`src/rtl/intr_collect_pkg.sv`:
```
package intr_collect_pkg;

    localparam int SRC_N  = 7;
    localparam int ADDR_W = 4;
    localparam int DATA_W = 8;

    typedef logic [SRC_N-1:0]  src_vec_t;
    typedef logic [ADDR_W-1:0] addr_t;
    typedef logic [DATA_W-1:0] data_t;

    // Bit position of each interrupt cause (decoded by software).
    typedef enum logic [2:0] {
        SRC_A_SEC = 3'd0,
        SRC_A_PRI = 3'd1,
        SRC_SHIFT = 3'd2,
        SRC_B_SEC = 3'd3,
        SRC_B_PRI = 3'd4,
        SRC_TMR2  = 3'd5,
        SRC_TMR1  = 3'd6
    } src_e;

    // Register offsets whose access has an effect here.
    localparam addr_t ADR_PORT_B    = 4'h0;
    localparam addr_t ADR_PORT_A    = 4'h1;
    localparam addr_t ADR_T1_LO     = 4'h4;
    localparam addr_t ADR_T1_HI     = 4'h5;
    localparam addr_t ADR_T2_LO     = 4'h8;
    localparam addr_t ADR_T2_HI     = 4'h9;
    localparam addr_t ADR_SHIFT     = 4'hA;
    localparam addr_t ADR_PEND      = 4'hD;
    localparam addr_t ADR_ARM       = 4'hE;
    localparam addr_t ADR_PORT_A_NQ = 4'hF;

    typedef struct packed {
        logic  rd;
        logic  wr;
        addr_t addr;
        data_t wdata;
    } bus_req_t;

    typedef struct packed {
        src_vec_t clr;
        logic     arm_we;
        logic     arm_set;
        src_vec_t arm_bits;
    } reg_upd_t;

    function automatic src_vec_t src_bit(input src_e s);
        src_vec_t v;
        v = '0;
        v[s] = 1'b1;
        return v;
    endfunction

    function automatic logic hits(input bus_req_t b, input addr_t a);
        return (b.rd || b.wr) && (b.addr == a);
    endfunction

endpackage

```
`src/rtl/intr_access_decode.sv`:
```
module intr_access_decode
    import intr_collect_pkg::*;
(
    input  bus_req_t bus,
    input  logic     a_sec_indep,
    input  logic     b_sec_indep,
    output reg_upd_t upd
);
    src_vec_t clr_side;
    src_vec_t clr_host;

    always_comb begin
        clr_side = '0;
        if (hits(bus, ADR_PORT_A)) begin
            clr_side |= src_bit(SRC_A_PRI);
            if (!a_sec_indep) clr_side |= src_bit(SRC_A_SEC);
        end
        if (hits(bus, ADR_PORT_B)) begin
            clr_side |= src_bit(SRC_B_PRI);
            if (!b_sec_indep) clr_side |= src_bit(SRC_B_SEC);
        end
        if (hits(bus, ADR_SHIFT))
            clr_side |= src_bit(SRC_SHIFT);
        if ((bus.rd && bus.addr == ADR_T1_LO) || (bus.wr && bus.addr == ADR_T1_HI))
            clr_side |= src_bit(SRC_TMR1);
        if ((bus.rd && bus.addr == ADR_T2_LO) || (bus.wr && bus.addr == ADR_T2_HI))
            clr_side |= src_bit(SRC_TMR2);
    end

    always_comb begin
        clr_host = '0;
        if (bus.wr && bus.addr == ADR_PEND)
            clr_host = bus.wdata[SRC_N-1:0];
    end

    always_comb begin
        upd.clr      = clr_side | clr_host;
        upd.arm_we   = bus.wr && (bus.addr == ADR_ARM);
        upd.arm_set  = bus.wdata[DATA_W-1];
        upd.arm_bits = bus.wdata[SRC_N-1:0];
    end
endmodule

```
`src/rtl/intr_flag_bank.sv`:
```
module intr_flag_bank
    import intr_collect_pkg::*;
#(
    parameter int N = SRC_N
) (
    input  logic         clk,
    input  logic         rst,
    input  logic [N-1:0] set_in,
    input  logic [N-1:0] clr_in,
    output logic [N-1:0] flags
);
    // One cell per cause; a set in the same cycle beats any clear.
    for (genvar i = 0; i < N; i++) begin : g_flag
        always_ff @(posedge clk) begin
            if (rst)
                flags[i] <= 1'b0;
            else if (set_in[i])
                flags[i] <= 1'b1;
            else if (clr_in[i])
                flags[i] <= 1'b0;
        end
    end
endmodule

```
`src/rtl/intr_arm_reg.sv`:
```
module intr_arm_reg
    import intr_collect_pkg::*;
#(
    parameter int N = SRC_N
) (
    input  logic         clk,
    input  logic         rst,
    input  logic         we,
    input  logic         set_mode,
    input  logic [N-1:0] bits,
    output logic [N-1:0] arm
);
    for (genvar i = 0; i < N; i++) begin : g_arm
        always_ff @(posedge clk) begin
            if (rst)
                arm[i] <= 1'b0;
            else if (we && bits[i])
                arm[i] <= set_mode;
        end
    end
endmodule

```
`src/rtl/intr_summary.sv`:
```
module intr_summary
    import intr_collect_pkg::*;
#(
    parameter int N = SRC_N,
    parameter int W = DATA_W
) (
    input  logic [N-1:0] flags,
    input  logic [N-1:0] arm,
    output logic [W-1:0] pend_rd,
    output logic [W-1:0] arm_rd,
    output logic         irq_n
);
    localparam int PAD = W - N - 1;

    logic active;

    always_comb begin
        active = |(flags & arm);
        irq_n  = ~active;
    end

    if (PAD > 0) begin : g_pad
        assign pend_rd = {active, {PAD{1'b0}}, flags};
        assign arm_rd  = {1'b1,   {PAD{1'b0}}, arm};
    end else begin : g_nopad
        assign pend_rd = {active, flags};
        assign arm_rd  = {1'b1,   arm};
    end
endmodule

```
`src/rtl/intr_collect.sv`:
```
module intr_collect
    import intr_collect_pkg::*;
(
    input  logic       clk,
    input  logic       rst,
    input  logic [6:0] set_pulse,
    input  logic       a_sec_indep,
    input  logic       b_sec_indep,
    input  logic       bus_rd,
    input  logic       bus_wr,
    input  logic [3:0] bus_addr,
    input  logic [7:0] bus_wdata,
    output logic [7:0] pend_rd,
    output logic [7:0] arm_rd,
    output logic       irq_n
);
    bus_req_t bus;
    reg_upd_t upd;
    src_vec_t flags;
    src_vec_t arm;

    always_comb begin
        bus.rd    = bus_rd;
        bus.wr    = bus_wr;
        bus.addr  = bus_addr;
        bus.wdata = bus_wdata;
    end

    intr_access_decode u_decode (
        .bus         (bus),
        .a_sec_indep (a_sec_indep),
        .b_sec_indep (b_sec_indep),
        .upd         (upd)
    );

    intr_flag_bank #(.N(SRC_N)) u_flags (
        .clk    (clk),
        .rst    (rst),
        .set_in (set_pulse),
        .clr_in (upd.clr),
        .flags  (flags)
    );

    intr_arm_reg #(.N(SRC_N)) u_arm (
        .clk      (clk),
        .rst      (rst),
        .we       (upd.arm_we),
        .set_mode (upd.arm_set),
        .bits     (upd.arm_bits),
        .arm      (arm)
    );

    intr_summary #(.N(SRC_N), .W(DATA_W)) u_sum (
        .flags   (flags),
        .arm     (arm),
        .pend_rd (pend_rd),
        .arm_rd  (arm_rd),
        .irq_n   (irq_n)
    );
endmodule

```
`config.mk`:
```
export PLATFORM = sky130hd
export DESIGN_NAME = intr_collect
export DESIGN_NICKNAME = d
export VERILOG_FILES = /design/src/rtl/intr_collect_pkg.sv /design/src/rtl/intr_access_decode.sv /design/src/rtl/intr_flag_bank.sv /design/src/rtl/intr_arm_reg.sv /design/src/rtl/intr_summary.sv /design/src/rtl/intr_collect.sv
export SDC_FILE = /design/constraint.sdc
export NUM_CORES = 1
export LEC_CHECK = 0
export ABC_AREA = 1
export BUFFER_PORTS_ARGS = -buffer_cell sky130_fd_sc_hd__buf_2
export CAP_MARGIN = 40
export CORE_MARGIN = 4
export CORE_UTILIZATION = 42
export CTS_CLUSTER_SIZE = 24
export DETAILED_ROUTE_END_ITERATION = 10
export PLACE_DENSITY_LB_ADDON = 0.25
export SLEW_MARGIN = 25
export SYNTH_ARGS = -nofsm -noshare
export SYNTH_HDL_FRONTEND = slang
export SYNTH_SLANG_ARGS = --single-unit
export TNS_END_PERCENT = 50
```
`constraint.sdc`:
```
create_clock -name clk -period 1.1 [get_ports clk]
set_clock_uncertainty 0.05 [all_clocks]
set_input_delay 0.055 -clock clk [delete_from_list [all_inputs] [get_ports clk]]
set_output_delay 0.055 -clock clk [all_outputs]
set_load 0.02 [all_outputs]
```
==> out/qor.csv, run 1 <==
stage,metric,value,unit
status,status,"finished, violations left",
status,failing checks,setup timing,
synth,"Distinct cells, synth",16,
synth,post-synth top area cell,dfxtp_1,
floorplanning,IO Pins,42,
synth,register area share after synthesis,37.6,%
sta,final worst-path cycle share,115,%
synth,"Avg Cell Area, Syn",6.42,sq um
global_route,global route total overflow,0,
layout,"commonest non-fill, non-tap cell in the layout",buf_2,
layout,Final nets,196,
global_route,number of antenna violations at the first check in global routing,0,
layout,fin util,73.5,%
clock_tree,root buf cell,clkbuf_4,
power_and_ir_drop,P_sw,316,uW
critical_path,Crit. Startpoint,u_arm.arm[5],
flow_run,max-cap viol count,0,
power_and_ir_drop,PD cells,978,nW/um^2
synth,Synth Register Bits,14,
synth,"Net Count, Synth",141,
global_route,GR Layer Usage met1,22.8,%
critical_path,crit path capture type,output port,
drt,detailed-route DRC error count,0,
clock_tree,CTS Buf Count,3,
critical_path,reg2reg start,u_flags.flags[5],
clock_tree,clk sink count,14,
drt,Antenna Nets Post-Route,0,
critical_path,worst path arrival time,1160,ps
hold_path,beginning of the worst hold path,bus_wdata[0],
floorplanning,Initial Util,46.7,%
sta,fmax,0.791,GHz
placed_design,PortBufs,40,
global_route,M3 GR Usage,4.82,%
layout,fraction of layout cells with a size suffix above 1,44.1,%
synth,yosys warns,0,
clock_tree,Bufs on Longest Clock Path,2,
synth,post-synthesis mux area share,0,%
floorplanning,# rows,14,
critical_path,r2r endpoint,u_flags.flags[5],
synth,main combinational cell family by area after synthesis,simple AND/OR/NAND/NOR gates,
layout,Fillers,134,
synth,top post-synthesis cells by area,"dfxtp_1, nand2_1, nand3_1",
sta,Final WS setup,-165,ps
placed_design,worst slack at placement,96.7,ps
global_route,vias in the first global route,920,
critical_path,crit path max fanout,3,
drt,Vias/cell,4.79,
synth,"Cell Area, Synth",744,sq um
floorplanning,die height,50.1,um
critical_path,Crit path required time,1000,ps
critical_path,CP Class,reg2out,
global_route,largest net degree at the start of global routing,15,
power_and_ir_drop,clock share of power,32.8,%
drt,wire per inst,11.4,um
critical_path,Worst Setup Start Kind,register,
sta,RSZ-0062 raised after global routing,true,
placed_design,RD Place Congestion,0.799,
sta,# setup viols final,2,
sta,Final Hold Vio Count,0,
global_route,total track usage,18.7,%
power_and_ir_drop,Comb pwr share,19.8,%
critical_path,FF-to-FF path depth,3,
global_route,first-pass GRT wire length,3700,um
synth,Simple-Gate Fraction of Synth Area,39.8,%
hold_path,WHS Endpoint,u_arm.arm[0],
power_and_ir_drop,Max IR drop VDD,0.658,mV
sta,clock period minus worst slack,1270,ps
global_route,met2 Use GR,32.0,%
hold_path,HP Class,in2reg,
synth,area fraction of the dominant cell type after synthesis,37.6,%
synth,Synth Area in Compound Gates,9.41,%
clock_tree,CTS H-tree lvls,1,
power_and_ir_drop,Lkg Pwr,0.601,nW
floorplanning,Die ar.,2510,sq um
drt,Vias,929,
global_route,most used routing layer,met2,
power_and_ir_drop,Sw Share,27.5,%
clock_tree,clock tree from TritonCTS,built,
clock_tree,worst skew pair latency,270,ps
floorplanning,core footprint,1590,sq um
synth,Synth Area in XOR/XNOR,0,%
power_and_ir_drop,P_int,830,uW
critical_path,R2R Setup Slk,340,ps
drt,DR iter-0 viols,13,
power_and_ir_drop,sequential power share,47.4,%
drt,drt pass-1 iters,4,
sta,pins over their slew limit,0,
hold_path,worst hold path depth,3,
floorplanning,die width,50.1,um
clock_tree,Clock transition at path regs,90,ps
synth,Cells after Synth,116,
layout,ant diodes,0,
layout,P&R area growth vs syn,57.3,%
synth,Post-Synth Adder-Cell Area,0,%
placed_design,hpwl dp,1610,um
sta,setup_tns,-326,ps
drt,DRT Wirelength,2220,um
layout,"commonest cells after routing, fill and taps aside","buf_2, nand2_1, nand3_1, inv_1, a21oi_1",
## sequential cells by signal, indices dropped and copies added (netlist names)
signal         count
u_arm.arm          7
u_flags.flags      7
## worst max path at each step
| stage | to | slack, ps | depth (start not counted) |
|---|---|---|---|
| global route | pend_rd[7] | -240 | 5 |
| global placement | pend_rd[7] | 130 | 5 |
| detailed placement | pend_rd[7] | 100 | 5 |
| finish | pend_rd[7] | -170 | 5 |
| floorplan | pend_rd[7] | -30 | 5 |
| CTS | pend_rd[7] | -180 | 5 |
## layout make-up
cell class / count / area (sq um) / share of cell area [%]
clock buffers: 4 / 36.3 / 3.10
inverters: 17 / 63.8 / 5.45
multi-input cells: 81 / 407 / 34.7
flip-flops and latches: 14 / 303 / 25.9
well taps: 24 / 30.0 / 2.56
repair buffers: 54 / 332 / 28.3
## per-layer routing
| layer | share of wire, % | wire (um) |
|---|---|---|
| met2 | 49 | 1080 |
| met4 | 1.2 | 27 |
| met1 | 42 | 940 |
| met5 | 0 | 0 |
| met3 | 7.7 | 170 |
## timing repair
| action | in CTS | in global routing |
|---|---|---|
| hold buffers | 8 | 0 |
| hold endpoints to repair | 8 | 0 |
| gates resized for setup | 11 | 1 |
| endpoints found under the setup margin | 2 | 2 |
| pin swaps | 4 | 0 |
| buffers inserted | 5 | 0 |
## metrics by stage
| stage | area, sq um | power (mW) | hold slack, ps | std cells |
|---|---|---|---|---|
| after floorplan | 787 | 0.650 | 66.7 | 116 |
| after global placement | 991 | 0.737 | 236 | 177 |
| after detailed placement | 991 | 0.741 | 248 | 177 |
| after CTS | 1170 | 1.15 | 0.411 | 194 |
| after global routing | 1170 | 1.22 | 8.99 | 194 |
| final | 1170 | 1.15 | 3.31 | 194 |
## Yosys cell counts
library cell and number:
dfxtp_1 14, inv_2 1, inv_1 16, nor2_4 1
a21oi_1 14, nand2_2 1, clkbuf_1 1, nand4_1 3
buf_4 2, nor3_1 1, nand2_1 34, nand3_1 19
buf_6 1, conb_1 1, nor2_1 6, nand3_2 1
## worst max-delay path, cell delays in order, from the launching register on
cell	delay, ps
dfxtp_2	340
nand2_2	60
nand3_2	100
nor3_4	200
inv_1	70
buf_6	130
## power groups by stage
stage | registers [mW] | logic [mW] | clock network (mW)
global route | 0.546 | 0.251 | 0.418
floorplan | 0.577 | 0.0734 | 0
detailed placement | 0.553 | 0.188 | 0
CTS | 0.542 | 0.226 | 0.385
global placement | 0.552 | 0.185 | 0
finish | 0.543 | 0.227 | 0.375
## logic make-up (layout without fill, tap and decap cells)
| kind of cell | Yosys count | after routing |
|---|---|---|
| compound gates | 14 | 14 |
| buf+inv | 21 | 75 |
| flops | 14 | 14 |
| other cells | 1 | 1 |
| simple gates | 66 | 66 |
Power figures use the tool's default switching activity.
==> run 2, diff against run 1 <==
--- a/config.mk
+++ b/config.mk
@@ -8,8 +8,10 @@
 export ABC_AREA = 1
 export BUFFER_PORTS_ARGS = -buffer_cell sky130_fd_sc_hd__buf_2
 export CAP_MARGIN = 40
+export CELL_PAD_IN_SITES_DETAIL_PLACEMENT = 0
+export CELL_PAD_IN_SITES_GLOBAL_PLACEMENT = 1
 export CORE_MARGIN = 4
-export CORE_UTILIZATION = 42
+export CORE_UTILIZATION = 27
 export CTS_CLUSTER_SIZE = 24
 export DETAILED_ROUTE_END_ITERATION = 10
 export PLACE_DENSITY_LB_ADDON = 0.25
==> out/qor.csv, run 2 (same netlist as run 1, synthesis figures left out) <==
stage,metric,value,unit
status,status,"finished, violations left",
status,failing checks,setup timing,
critical_path,crit path max fanout,2,
clock_tree,Clock transition at path regs,90,ps
drt,DR iter-0 viols,33,
floorplanning,core footprint,2540,sq um
critical_path,reg2reg start,u_flags.flags[2],
critical_path,Worst Setup Start Kind,register,
global_route,number of antenna violations at the first check in global routing,0,
clock_tree,Bufs on Longest Clock Path,2,
sta,pins over their slew limit,0,
layout,fraction of layout cells with a size suffix above 1,43.9,%
floorplanning,Initial Util,29.3,%
sta,RSZ-0062 raised after global routing,true,
layout,"commonest non-fill, non-tap cell in the layout",buf_2,
critical_path,worst path arrival time,1170,ps
clock_tree,CTS Buf Count,3,
layout,P&R area growth vs syn,60.3,%
sta,final worst-path cycle share,115,%
clock_tree,clock tree from TritonCTS,built,
global_route,first-pass GRT wire length,3830,um
drt,Vias,956,
critical_path,crit path capture type,output port,
drt,drt pass-1 iters,4,
global_route,vias in the first global route,874,
sta,Final Hold Vio Count,0,
layout,ant diodes,0,
floorplanning,Die ar.,3660,sq um
critical_path,FF-to-FF path depth,3,
flow_run,max-cap viol count,0,
layout,biggest regs,"u_arm.arm x7, u_flags.flags x7",
sta,fmax,0.787,GHz
floorplanning,IO Pins,42,
global_route,global route total overflow,0,
sta,Final WS setup,-170,ps
hold_path,beginning of the worst hold path,bus_wdata[4],
clock_tree,clk sink count,14,
drt,detailed-route DRC error count,0,
sta,clock period minus worst slack,1270,ps
critical_path,r2r endpoint,u_flags.flags[2],
floorplanning,# rows,18,
hold_path,worst hold path depth,3,
clock_tree,CTS H-tree lvls,1,
power_and_ir_drop,Lkg Pwr,0.608,nW
drt,Vias/cell,4.71,
hold_path,HP Class,in2reg,
layout,Final nets,199,
global_route,largest net degree at the start of global routing,15,
critical_path,Crit path required time,1000,ps
floorplanning,die width,60.5,um
critical_path,CP Class,reg2out,
floorplanning,die height,60.5,um
drt,DRT Wirelength,2380,um
power_and_ir_drop,Total Power,1.10,mW
placed_design,worst slack at placement,109,ps
drt,Antenna Nets Post-Route,0,
critical_path,R2R Setup Slk,320,ps
global_route,total track usage,13.7,%
placed_design,PortBufs,40,
power_and_ir_drop,Max IR drop VDD,0.676,mV
hold_path,WHS Endpoint,u_arm.arm[4],
clock_tree,worst skew pair latency,280,ps
layout,Fillers,281,
placed_design,hpwl dp,1770,um
sta,# setup viols final,2,
clock_tree,root buf cell,clkbuf_4,
layout,"commonest cells after routing, fill and taps aside","buf_2, nand2_1, nand3_1, inv_1, a21oi_1",
placed_design,RD Place Congestion,0.707,
drt,wire per inst,11.7,um
power_and_ir_drop,PD cells,920,nW/um^2
==> run 2: metrics by stage <==
step | utilization [%] | instances | hold WS [ps] | setup TNS [ps] | instance area [sq um]
after floorplan | - | 116 | 66.7 | -31.4 | 787
after global placement | 39.2 | 183 | 238 | 0 | 998
after detailed placement | 39.2 | 183 | 242 | 0 | 998
after CTS | 46.2 | 201 | 1.10 | -368 | 1180
after global routing | 46.9 | 203 | 19.8 | -457 | 1190
final | 46.9 | 203 | 4.70 | -338 | 1190
==> run 2: timing repair <==
action | CTS | global route
resized for setup | 11 | 2
cloned | 0 | 0
hold endpoints to repair | 9 | 0
hold buffers | 9 | 0
buffers inserted | 5 | 2
setup endpoints to repair | 2 | 2
pin swaps | 2 | 4
==> run 2: worst max-delay path, stage by stage, from the launching register on <==
cell	delay (ps)
dfxtp_4	350
nand2_2	50
nand3_2	90
nor3_4	210
inv_2	50
buf_6	120
==> run 2: area by class of cell <==
cell class / count / area (sq um) / share of cell area (%)
clock buffer: 4 / 26.3 / 2.20
tap: 30 / 37.5 / 3.14
timing repair buffer: 57 / 359 / 30.1
multi-input combinational: 81 / 404 / 33.9
sequential: 14 / 303 / 25.4
inverter: 17 / 63.8 / 5.35
==> run 2: worst max-delay path by stage <==
stage          cells past startpoint        startpoint  slack (ps)          to
5_1_grt                            5  u_flags.flags[0]        -230  pend_rd[7]
3_5_place_dp                       5      u_arm.arm[0]         110  pend_rd[7]
4_1_cts                            5      u_arm.arm[5]        -190  pend_rd[7]
6_report                           5  u_flags.flags[2]        -170  pend_rd[7]
3_3_place_gp                       5      u_arm.arm[1]         120  pend_rd[7]
2_1_floorplan                      5      u_arm.arm[1]         -30  pend_rd[7]
==> run 2: report_power, final <==
| group | internal [mW] | total [mW] | switching, mW |
|---|---|---|---|
| Sequential | 0.526 | 0.541 | 0.0146 |
| Clock | 0.141 | 0.316 | 0.175 |
| Combinational | 0.112 | 0.241 | 0.130 |
==> run 2: routing by layer <==
layer / global-route usage [%] / vias up / wire length [um]
li1: - / 482 / -
met1: 17.1 / 440 / 1060
met2: 23.5 / 32 / 1100
met3: 4.68 / 2 / 206
met4: 1.86 / 0 / 10
met5: 0 / - / 0
